`src/rtl/pal_line_pkg.sv`:
```
package pal_line_pkg;

    localparam int DAC_W = 4;

    localparam logic [DAC_W-1:0] LVL_SYNC  = 4'd0;
    localparam logic [DAC_W-1:0] LVL_BLACK = 4'd4;

    typedef enum logic [2:0] {
        SEG_SELECT,
        SEG_SYNC,
        SEG_PORCH_A,
        SEG_STREAM,
        SEG_PORCH_F
    } seg_e;

    typedef struct packed {
        seg_e seg;
        logic last;
    } seg_info_t;

    function automatic logic [DAC_W-1:0] fixed_level(seg_e s);
        if (s == SEG_PORCH_A || s == SEG_PORCH_F)
            return LVL_BLACK;
        return LVL_SYNC;
    endfunction

    function automatic int max3(int a, int b, int c);
        int m;
        m = (a > b) ? a : b;
        return (m > c) ? m : c;
    endfunction

endpackage

```
`src/rtl/pal_seg_fsm.sv`:
```
module pal_seg_fsm
    import pal_line_pkg::*;
#(
    parameter int SYNC_LEN = 672,
    parameter int BP0_LEN  = 138,
    parameter int FP_LEN   = 234
) (
    input  logic      clk,
    input  logic      rst,
    input  logic      draw_req,
    input  logic      stream_done,
    output seg_info_t info,
    output logic      line_irq,
    output logic      stream_go
);
    localparam int MAXL = max3(SYNC_LEN, BP0_LEN, FP_LEN);
    localparam int CW   = $clog2(MAXL + 1);

    seg_e          seg;
    logic [CW-1:0] cnt;
    logic          cnt_zero;

    assign cnt_zero = (cnt == '0);

    always_ff @(posedge clk) begin
        if (rst) begin
            seg <= SEG_SELECT;
            cnt <= '0;
        end else begin
            case (seg)
                SEG_SELECT: begin
                    if (draw_req) begin
                        seg <= SEG_SYNC;
                        cnt <= CW'(SYNC_LEN - 2);
                    end
                end
                SEG_SYNC: begin
                    if (cnt_zero) begin
                        seg <= SEG_PORCH_A;
                        cnt <= CW'(BP0_LEN - 1);
                    end else begin
                        cnt <= cnt - 1'b1;
                    end
                end
                SEG_PORCH_A: begin
                    if (cnt_zero) begin
                        seg <= SEG_STREAM;
                    end else begin
                        cnt <= cnt - 1'b1;
                    end
                end
                SEG_STREAM: begin
                    if (stream_done) begin
                        seg <= SEG_PORCH_F;
                        cnt <= CW'(FP_LEN - 1);
                    end
                end
                SEG_PORCH_F: begin
                    if (cnt_zero) begin
                        seg <= SEG_SELECT;
                    end else begin
                        cnt <= cnt - 1'b1;
                    end
                end
                default: begin
                    seg <= SEG_SELECT;
                    cnt <= '0;
                end
            endcase
        end
    end

    assign info.seg  = seg;
    assign info.last = cnt_zero && (seg != SEG_SELECT) && (seg != SEG_STREAM);
    assign line_irq  = (seg == SEG_SELECT) && draw_req;
    assign stream_go = (seg == SEG_PORCH_A) && cnt_zero;

    AST_IRQ_OPENS_SYNC: assert property (@(posedge clk) disable iff (rst)
        line_irq |=> (seg == SEG_SYNC));

    AST_GO_OPENS_STREAM: assert property (@(posedge clk) disable iff (rst)
        stream_go |=> (seg == SEG_STREAM));

    AST_PORCH_A_AFTER_SYNC: assert property (@(posedge clk) disable iff (rst)
        (seg == SEG_PORCH_A && $past(seg) != SEG_PORCH_A) |-> ($past(seg) == SEG_SYNC));

    AST_SELECT_AFTER_PORCH_F: assert property (@(posedge clk) disable iff (rst)
        (seg == SEG_SELECT && $past(seg) != SEG_SELECT) |-> ($past(seg) == SEG_PORCH_F));

endmodule

```
`src/rtl/pal_line_meter.sv`:
```
module pal_line_meter #(
    parameter int LINE_LEN = 9062
) (
    input  logic clk,
    input  logic rst,
    input  logic start,
    input  logic active,
    input  logic line_end,
    output logic len_err
);
    localparam int LW = $clog2(LINE_LEN + 1) + 1;
    localparam logic [LW:0] LINE_TGT = (LW + 1)'(LINE_LEN);

    logic [LW-1:0] line_cnt;
    logic          sat;

    assign sat = &line_cnt;

    always_ff @(posedge clk) begin
        if (rst) begin
            line_cnt <= '0;
        end else if (start) begin
            line_cnt <= LW'(1);
        end else if (active && !sat) begin
            line_cnt <= line_cnt + 1'b1;
        end
    end

    assign len_err = line_end && (({1'b0, line_cnt} + 1'b1) != LINE_TGT);

    AST_ERR_ONLY_AT_END: assert property (@(posedge clk) disable iff (rst)
        len_err |-> line_end);

endmodule

```
`src/rtl/pal_level_mux.sv`:
```
module pal_level_mux
    import pal_line_pkg::*;
(
    input  seg_e             seg,
    input  logic [DAC_W-1:0] stream_level,
    output logic [DAC_W-1:0] dac_out
);
    always_comb begin
        if (seg == SEG_STREAM)
            dac_out = stream_level;
        else
            dac_out = fixed_level(seg);
    end
endmodule

```
`src/rtl/pal_line_ctrl.sv`:
```
module pal_line_ctrl
    import pal_line_pkg::*;
#(
    parameter int SYNC_LEN = 672,
    parameter int BP0_LEN  = 138,
    parameter int FP_LEN   = 234,
    parameter int LINE_LEN = 9062
) (
    input  logic       clk,
    input  logic       rst,
    input  logic       draw_req,
    input  logic [3:0] stream_level,
    input  logic       stream_done,
    output logic [3:0] dac_out,
    output logic       line_irq,
    output logic       stream_go,
    output logic       len_err
);
    seg_info_t info;

    pal_seg_fsm #(
        .SYNC_LEN(SYNC_LEN),
        .BP0_LEN (BP0_LEN),
        .FP_LEN  (FP_LEN)
    ) u_fsm (
        .clk        (clk),
        .rst        (rst),
        .draw_req   (draw_req),
        .stream_done(stream_done),
        .info       (info),
        .line_irq   (line_irq),
        .stream_go  (stream_go)
    );

    pal_line_meter #(
        .LINE_LEN(LINE_LEN)
    ) u_meter (
        .clk     (clk),
        .rst     (rst),
        .start   (line_irq),
        .active  (info.seg != SEG_SELECT),
        .line_end(info.last && info.seg == SEG_PORCH_F),
        .len_err (len_err)
    );

    pal_level_mux u_mux (
        .seg         (info.seg),
        .stream_level(stream_level),
        .dac_out     (dac_out)
    );

    AST_BLACK_AFTER_DONE: assert property (@(posedge clk) disable iff (rst)
        (info.seg == SEG_STREAM && stream_done) |=> (dac_out == LVL_BLACK));

    AST_IRQ_AT_SYNC_LEVEL: assert property (@(posedge clk) disable iff (rst)
        line_irq |-> (dac_out == LVL_SYNC));

    AST_GO_AT_BLACK: assert property (@(posedge clk) disable iff (rst)
        stream_go |-> (dac_out == LVL_BLACK && !line_irq));

endmodule

```
`config.mk`:
```
export PLATFORM = sky130hd
export DESIGN_NAME = pal_line_ctrl
export DESIGN_NICKNAME = d
export VERILOG_FILES = /design/src/rtl/pal_line_pkg.sv /design/src/rtl/pal_seg_fsm.sv /design/src/rtl/pal_line_meter.sv /design/src/rtl/pal_level_mux.sv /design/src/rtl/pal_line_ctrl.sv
export SDC_FILE = /design/constraint.sdc
export NUM_CORES = 1
export LEC_CHECK = 0
export BUFFER_PORTS_ARGS = -buffer_cell sky130_fd_sc_hd__buf_2
export CAP_MARGIN = 15
export CORE_MARGIN = 5
export CORE_UTILIZATION = 40
export CTS_CLUSTER_SIZE = 12
export DETAILED_ROUTE_END_ITERATION = 7
export PLACE_DENSITY_LB_ADDON = 0.15
export SETUP_SLACK_MARGIN = 0.3
export SYNTH_ARGS = -nofsm -noshare
export SYNTH_HDL_FRONTEND = slang
export SYNTH_SLANG_ARGS = --single-unit
```
`constraint.sdc`:
```
create_clock -name clk -period 2.5 [get_ports clk]
set_input_delay 0.375 -clock clk [delete_from_list [all_inputs] [get_ports clk]]
set_output_delay 0.375 -clock clk [all_outputs]
set_load 0.03 [all_outputs]
```
=== After elaboration in Yosys (flattened, before gate mapping) ===
Index checks and enable logic that the tools add are counted.

* Word-level logic and storage cells: 55
* Bits of input ports: 8
* Output and inout bits: 7
* Flip-flop bits (word level): 28

* Muxes and demuxes: 18
* Equal/unequal tests: 12
* Reduce and logical (&&, ||, !) cells: 18
* Add/subtract/negate cells: 3

{| class="wikitable"
|+ Operators by type and width
! cell !! number
|-
| $mux 10 || 4
|-
| $pmux 10 s4 || 1
|-
| $add 15x1->16 const B || 1
|-
| $ne 16x14->1 const B || 1
|-
| $add 15x1->15 const B || 1
|-
| $mux 3 || 5
|-
| $pmux 3 s5 || 1
|-
| $reduce_and 15->1 || 1
|-
| $mux 4 || 3
|-
| $logic_not 10->1 || 1
|-
| $sub 10x1->10 const B || 1
|-
| $logic_and 1x1->1 || 7
|-
| $eq 3x2->1 const B || 2
|-
| $ne 2x1->1 const B || 3
|-
| $ne 2x2->1 const B || 3
|-
| $reduce_and 5->1 || 1
|-
| $mux 1 || 4
|-
| $reduce_or 2->1 || 2
|-
| $eq 3x1->1 const B || 1
|-
| $eq 3x3->1 const B || 1
|-
| $logic_not 3->1 || 1
|-
| $ne 3x2->1 const B || 1
|-
| $reduce_and 3->1 || 1
|-
| $reduce_bool 3->1 || 1
|-
| other kinds (3) || 3
|}

=== Depth between registers and ports, before layout ===
Gate-level depths: netlist of run 1.

* Depth after elaboration: 6
* Gate-level depth with buffers: 7
* Depth with buffers taken out: 7

=== Hierarchy ===
A second synthesis of run 1 with hierarchy kept.

* Cells, all modules: 266
* Area total of the unflattened synthesis: 2158.3 um^2

{| class="wikitable"
|+ By module, submodules not included
! module !! sequential area each (um^2) !! area an instance (um^2) !! cells each !! times used
|-
| pal_seg_fsm || 260.2 || 1073.5 || 133 || 1
|-
| pal_line_meter || 300.3 || 1012.2 || 123 || 1
|-
| pal_level_mux || 0.0 || 53.8 || 8 || 1
|-
| pal_line_ctrl || 0.0 || 18.8 || 2 || 1
|}

=== Least setup slack after synthesis of run 1 ===
OpenSTA, ideal clock, no wires.

* Kind: reg-to-output
* Start: register u_fsm.cnt[0]
* End: output port len_err
* Required time: 2125 ps
* Slack: 290 ps
* Arrival time: 1835 ps
* Buffers on the path: 0
* Cell stages (with the launch flop): 6
* Cell sequence: dfxtp_1 -> inv_1 -> ha_1 -> nor4b_2 -> nand3_4 -> nor3_1

* Cells in the longest elaborated chain, start to end: 5

{| class="wikitable"
|+ Ends and longest elaborated chain
! element !! RTL line !! source
|-
| start: declaration || pal_seg_fsm.sv:20 || <nowiki>logic [CW-1:0] cnt;</nowiki>
|-
| start signal: assignment || pal_seg_fsm.sv:34 || <nowiki>cnt <= CW'(SYNC_LEN - 2);</nowiki>
|-
| start signal: assignment || pal_seg_fsm.sv:40 || <nowiki>cnt <= CW'(BP0_LEN - 1);</nowiki>
|-
| start signal: assignment || pal_seg_fsm.sv:42 || <nowiki>cnt <= cnt - 1'b1;</nowiki>
|-
| $logic_not 10->1 || pal_seg_fsm.sv:23 || <nowiki>assign cnt_zero = (cnt == '0);</nowiki>
|-
| $logic_and 1x1->1 (2 in a row) || pal_seg_fsm.sv:74 || <nowiki>assign info.last = cnt_zero && (seg != SEG_SELECT) && (seg != SEG_STREAM);</nowiki>
|-
| $logic_and 1x1->1 || pal_line_ctrl.sv:42 || <nowiki>.line_end(info.last && info.seg == SEG_PORCH_F),</nowiki>
|-
| $logic_and 1x1->1 || pal_line_meter.sv:29 || <nowiki>assign len_err = line_end && (({1'b0, line_cnt} + 1'b1) != LINE_TGT);</nowiki>
|-
| end: declaration || pal_line_ctrl.sv:17 || <nowiki>output logic len_err</nowiki>
|}

Every way passes these cells.

=== Worst setup path in the final report of run 1 ===
* Start: register u_fsm.cnt[0]
* End: output port stream_go

* Cells in the longest elaborated chain, start to end: 2

{| class="wikitable"
|+ Ends and longest elaborated chain
! element !! RTL line !! source
|-
| $logic_not 10->1 || pal_seg_fsm.sv:23 ||
|-
| $logic_and 1x1->1 || pal_seg_fsm.sv:76 || <nowiki>assign stream_go = (seg == SEG_PORCH_A) && cnt_zero;</nowiki>
|-
| end: declaration || pal_line_ctrl.sv:16 || <nowiki>output logic stream_go,</nowiki>
|}

Every way passes these cells.

==> results of run 1 <==
==> cell usage in the layout (no fill, tap or decap), types with 2 or more instances in the layout <==
| cell type | n |
|---|---|
| nor2_1 | 23 |
| buf_4 | 23 |
| nand2_1 | 22 |
| dfxtp_1 | 18 |
| o21ai_0 | 12 |
| a21oi_1 | 12 |
| buf_2 | 12 |
| inv_1 | 10 |
| nand3_1 | 10 |
| xor2_1 | 8 |
| a31oi_1 | 7 |
| and3_1 | 6 |
| nor3_1 | 6 |
| xnor2_1 | 6 |
| dfxtp_4 | 6 |
| and2_1 | 5 |
| dfxtp_2 | 4 |
| and4_1 | 3 |
| nor4_1 | 3 |
| or3_1 | 3 |
| nand4_1 | 3 |
| o211ai_1 | 3 |
| a211oi_1 | 3 |
| ha_1 | 3 |
| clkbuf_8 | 3 |
| inv_2 | 2 |
| nor4_4 | 2 |
| and3_4 | 2 |
| o31ai_1 | 2 |
| o21ai_1 | 2 |
| nor3b_1 | 2 |
| o211a_1 | 2 |
| o21bai_1 | 2 |
| a22o_1 | 2 |
| nor4b_1 | 2 |
==> where the power goes <==
group	switching (mW)	internal, mW	total (mW)
clock network	0.155	0.215	0.370
logic	0.567	0.461	1.03
registers	0.150	0.538	0.688
==> final cells by class <==
type                    count  area (µm²)  share of cell area, %
multi-input cells         185        1250                   55.2
well taps                  54        67.6                   2.98
flip-flops and latches     28         588                   26.0
repair buffers             36         244                   10.8
inverters                  12        45.0                   1.99
clock buffers               3        41.3                   1.82
clock inverters             1        30.0                   1.33
==> kinds of logic (layout without fill, tap and decap cells) <==
| kind of cell | count (synthesis) | after routing |
|---|---|---|
| fa+ha+maj | 5 | 5 |
| flops | 28 | 28 |
| simple gates | 103 | 103 |
| buf+inv | 26 | 52 |
| compound gates | 63 | 63 |
| xor+xnor | 14 | 14 |
==> flip-flops by register name (all words and copies together) (netlist names) <==
name / flops
u_fsm.seg: 3
u_fsm.cnt: 10
u_meter.line_cnt: 15
==> timing repair <==
item | in CTS | in global routing
setup buffers | 3 | 16
pin swaps | 1 | 8
resized for setup | 8 | 25
endpoints found under the setup margin | 2 | 2
gates cloned | 0 | 0
==> through the flow <==
step                      setup slack (ns)  instances  util (%)  area (µm²)
final                                0.365        319      48.6        2270
after global routing                 0.258        319      48.6        2270
after CTS                            0.290        303      44.9        2090
after detailed placement             0.387        296      42.2        1970
after global placement               0.436        296      42.2        1970
after floorplan                      0.545        239         -        1910
==> metal layers <==
metal / GRT usage, % / up-vias
met5: 0 / -
met4: 5.15 / 0
met3: 2.49 / 6
met2: 23.0 / 61
met1: 26.1 / 831
li1: - / 932
==> critical path, stage by stage (launching register included) <==
cell and delay [ns]:
dfxtp_2 0.37, inv_2 0.08, ha_2 0.16, nor4b_4 0.30, and3_4 0.27, and3_1 0.17, buf_6 0.13
==> final timing paths <==
path	start	endpoint	cells after the start	slack (ns)
worst max-delay path	u_fsm.cnt[0]	stream_go	6	0.36
worst max register to register	u_fsm.cnt[0]	u_fsm.cnt[2]	9	0.50
worst min-delay path	rst	u_fsm.seg[2]	2	0.46
worst min register to register	u_fsm.cnt[1]	u_fsm.cnt[1]	2	0.50
==> flow_summary.json, run 1 <==
{
  "status": "complete, no violations",
  "finalSetupViolCount": 0,
  "min_period_over_period_pct": 85.4,
  "hp-class": "input pin to flip-flop",
  "post-dp-hpwl_um": 3360,
  "postSynth.topFlopCell": "dfxtp_1",
  "cts_tree": "done",
  "flow.area_growth_from_synthesis_pct": 19.1,
  "synth_sequential_area_ratio_pct": 29.5,
  "yosys.area_share.adder_pct": 3.16,
  "quantity_of_i_o_buffers_inserted_on_ports": 14,
  "fin_crit_ns": 2.14,
  "crit_path_end_kind": "output pin",
  "synth_cell_type_count": 60,
  "core.rowCount": 25,
  "grt_start_max_net_pins": 25,
  "clockBufferDepth": 2,
  "synthTopCellsByArea": "dfxtp_1 (29%), nor2_1 (4.5%), nand2_1 (4.3%)",
  "worst_setup_hold_path_clk_slew_ns": 0.10,
  "fillerInstances": 440,
  "yosys.area_share.simple_pct": 30.4,
  "timing_worst_slew_pin_value_ns": 0.612,
  "finalHoldWorstSlack_ns": 0.460,
  "initial_core_utilization_pct": 40.8,
  "fmax_mhz": 468,
  "powerDensity_nw_per_um2": 920,
  "synth_edf_count": 0,
  "grt_setup_unrepaired": "true",
  "n_antenna_cell": 0,
  "synth_area_in_compound_gates_pct": 22.9,
  "slew_headroom_pct": 59.1,
  "clock_latency_ns": 0.28,
  "synth.cells.most_frequent": "dfxtp_1 (28), nor2_1 (23), nand2_1 (22)",
  "mappedNetlistArea_um2": 1900,
  "drt_wl_total_um": 4960,
  "track_usage_pct": 16.7,
  "criticalPathCategory": "flip-flop to output pin",
  "vias_per_instance": 5.74,
  "htree_num_levels": 1,
  "globalplace.congestion": 0.810,
  "avgSynthCellArea_um2": 7.96,
  "synth_most_common_cell": "dfxtp_1",
  "p_leak_nw": 0.924,
  "die_width_um": 79.0,
  "critical_path_peak_fanout": 6,
  "synth-seq-cells": 28,
  "clkSinkCount": 28,
  "setup-tns-final_ns": 0,
  "yosys.area_share.xor_xnor_pct": 6.44,
  "routedLengthMet1_um": 2560,
  "firstDrtPassIters": 4,
  "share_of_post_route_cells_with_drive_strength_above_1_pct": 25.7,
  "drt-wirelength-per-cell_um": 15.5,
  "combinational_family_with_the_most_area_after_synthesis": "simple AND/OR/NAND/NOR gates",
  "share_of_synthesized_area_spent_on_multiplexers_pct": 0,
  "layout.nets": 278,
  "globalRoute.totalOverflow": 0,
  "overall_power_of_the_completed_layout_mw": 2.09,
  "antenna_violations_before_repair": 0,
  "holdBufCountCts": 0,
  "synthesis.instances": 239,
  "worstSetupStartpointType": "flip-flop",
  "critPathRequiredTime_ns": 2.12,
  "tritoncts_buffer_count": 3,
  "detailroute.via_count": 1830,
  "core_area_um2": 4660,
  "die-area_um2": 6240,
  "synth_fp_nets": 251,
  "detail_route_antenna_nets": 0,
  "synth_top_area_cell": "dfxtp_1",
  "dieHeight_um": 79.0,
  "finClkSkew_ns": 0.00518,
  "async_flop_share_pct": 0,
  "grt_pass1_wl_um": 8490,
  "hold_viol_final": 0,
  "max_slew_violation_count": 0,
  "arrival_ns": 1.76,
  "top_level_ports": 15,
  "ctsRootBufferMaster": "clkbuf_8",
  "maxUsedRoutingLayer": "met4",
  "ir_drop_mv": 0.589,
  "dr_wl_met2_um": 2030,
  "synth_top_cell_area_share_pct": 29.5,
  "met3_length_um": 311,
  "drt_drc_violations_left": 0,
  "vias_in_the_first_global_route": 1690,
  "ys_warn_count": 0,
  "dr.first_iter.drc_count": 130,
  "cap_viol_max_count": 0
}
Note: power is estimated with default switching activity, not from simulation.
==> run 2, diff against run 1 <==
Settings changed: CORE_ASPECT_RATIO set to 0.5, CTS_BUF_LIST set to sky130_fd_sc_hd__clkbuf_8.
==> run 2 against run 1 <==
Sequential share of layout area is 0.98 points higher; clock power shrank 21%; critical path depth down 2; combinational power is 7% lower; via count down 2.9%; sequential cell count stayed put; clock-buffer cell count increased by 1; utilization hardly changed; worst setup slack improved by 0.0063 ns; cell count fell by 0.63%; critical path type unchanged; largest power group unchanged.
==> flow_summary.json, run 2 (same netlist as run 1, synthesis figures left out) <==
{
  "status": "complete, no violations",
  "vias_per_instance": 5.61,
  "dr.first_iter.drc_count": 126,
  "grt_pass1_wl_um": 7600,
  "htree_num_levels": 1,
  "globalplace.congestion": 0.853,
  "hp-class": "input pin to flip-flop",
  "globalRoute.totalOverflow": 0,
  "worst_setup_hold_path_clk_slew_ns": 0.10,
  "finClkSkew_ns": 0.00805,
  "detail_route_antenna_nets": 0,
  "layout_top_registers": "u_meter.line_cnt (15), u_fsm.cnt (10), u_fsm.seg (3)",
  "firstDrtPassIters": 5,
  "track_usage_pct": 14.8,
  "timing.rr.end": "u_fsm.cnt[4]",
  "ir_drop_mv": 0.463,
  "registers.top_by_ff_count": "u_meter.line_cnt",
  "finalSetupViolCount": 0,
  "dieHeight_um": 58.8,
  "clockBufferDepth": 2,
  "initial_core_utilization_pct": 42.4,
  "post-dp-hpwl_um": 3260,
  "drt-wirelength-per-cell_um": 14.8,
  "critical_path_peak_fanout": 5,
  "criticalPathCategory": "flip-flop to output pin",
  "tritoncts_buffer_count": 3,
  "slew_headroom_pct": 69.7,
  "antenna_violations_before_repair": 0,
  "detailroute.via_count": 1777,
  "layout.nets": 264,
  "ctsRootBufferMaster": "clkbuf_8",
  "quantity_of_i_o_buffers_inserted_on_ports": 14,
  "die_width_um": 108,
  "drt_wl_total_um": 4680,
  "dp_cells": 308,
  "core_area_um2": 4490,
  "mostFrequentLayoutCells": "nor2_1 (23), nand2_1 (22), dfxtp_1 (14)",
  "vias_in_the_first_global_route": 1640,
  "worst-r2r-setup-slack_ns": 0.51,
  "crit_path_end_kind": "output pin",
  "finish.cell_count_without_fillers": 317,
  "hold_viol_final": 0,
  "core.rowCount": 17,
  "max_slew_violation_count": 0,
  "drt_drc_violations_left": 0,
  "min_period_over_period_pct": 85.2,
  "clkSinkCount": 28,
  "critical_path.endpoint": "len_err",
  "n_antenna_cell": 0,
  "setup-tns-final_ns": 0,
  "share_of_post_route_cells_with_drive_strength_above_1_pct": 23.9,
  "top_level_ports": 15,
  "timing_worst_slew_pin_value_ns": 0.450,
  "fmax_mhz": 470,
  "min_path_cells": 2,
  "r2r_worst_path_depth": 9,
  "critPathRequiredTime_ns": 2.12,
  "flow.area_growth_from_synthesis_pct": 14.7,
  "fin_crit_ns": 2.13,
  "cts_tree": "done",
  "critPathLaunch": "u_meter.line_cnt[10]",
  "arrival_ns": 1.75,
  "reg2reg_from": "u_fsm.cnt[0]",
  "worstSetupStartpointType": "flip-flop",
  "p_leak_nw": 0.848,
  "powerDensity_nw_per_um2": 893,
  "most_common_cell_after_layout_fill_and_taps_aside": "nor2_1",
  "grt_setup_unrepaired": "false",
  "largest_reg_flops": 15,
  "cap_viol_max_count": 0,
  "grt_start_max_net_pins": 25,
  "clock_latency_ns": 0.28,
  "die-area_um2": 6320
}
-- run 2: timing repair --
| action | 4_1_cts | 5_1_grt |
|---|---|---|
| resized for setup | 10 | 28 |
| setup endpoints to repair | 2 | 6 |
| buffers inserted | 2 | 3 |
| pin swaps | 2 | 7 |
| hold buffers | 0 | 0 |
-- run 2: through the flow --
| stage | util (%) | hold WS (ns) | setup WS, ns | cell area, µm² | total power [mW] |
|---|---|---|---|---|---|
| after floorplan | - | 0.456 | 0.545 | 1910 | 1.35 |
| after global placement | 44.2 | 0.480 | 0.409 | 1980 | 1.52 |
| after detailed placement | 44.2 | 0.484 | 0.406 | 1980 | 1.52 |
| after CTS | 46.6 | 0.442 | 0.287 | 2090 | 1.87 |
| after global routing | 48.6 | 0.450 | 0.286 | 2180 | 2.09 |
| final | 48.6 | 0.445 | 0.371 | 2180 | 1.95 |
-- run 2: how the worst min path moves through the flow --
| stage | startpoint | endpoint | slack (ns) |
|---|---|---|---|
| floorplan | u_meter.line_cnt[10] | u_meter.line_cnt[10] | 0.46 |
| global placement | u_meter.line_cnt[10] | u_meter.line_cnt[10] | 0.48 |
| detailed placement | u_meter.line_cnt[10] | u_meter.line_cnt[10] | 0.48 |
| CTS | rst | u_fsm.seg[0] | 0.44 |
| global route | rst | u_fsm.cnt[6] | 0.45 |
| finish | rst | u_fsm.seg[0] | 0.44 |
-- run 2: critical path: stages (launching register included) --
cell,delay (ns)
dfxtp_2,0.35
or4b_4,0.54
nor4_4,0.33
nor3_2,0.08
buf_4,0.17
-- run 2: power by group --
part | switching, mW | internal [mW] | leakage, nW
clock | 0.152 | 0.141 | 0.0288
sequential | 0.159 | 0.543 | 0.236
combinational | 0.539 | 0.415 | 0.583
-- run 2: routing by layer --
metal	vias to the layer above	global-route usage, %	routed length, µm
met5	-	0	0
met3	6	3.94	194
met4	0	2.70	46
met1	832	20.1	2270
met2	33	23.9	2170
li1	906	-	-
-- run 2: area by class of cell --
class | instances | area (µm²)
clock buffers | 4 | 55.1
repair buffers | 22 | 139
flip-flops and latches | 28 | 588
well taps | 66 | 82.6
inverters | 12 | 45.0
fillers | 457 | 2300
multi-input cells | 185 | 1270
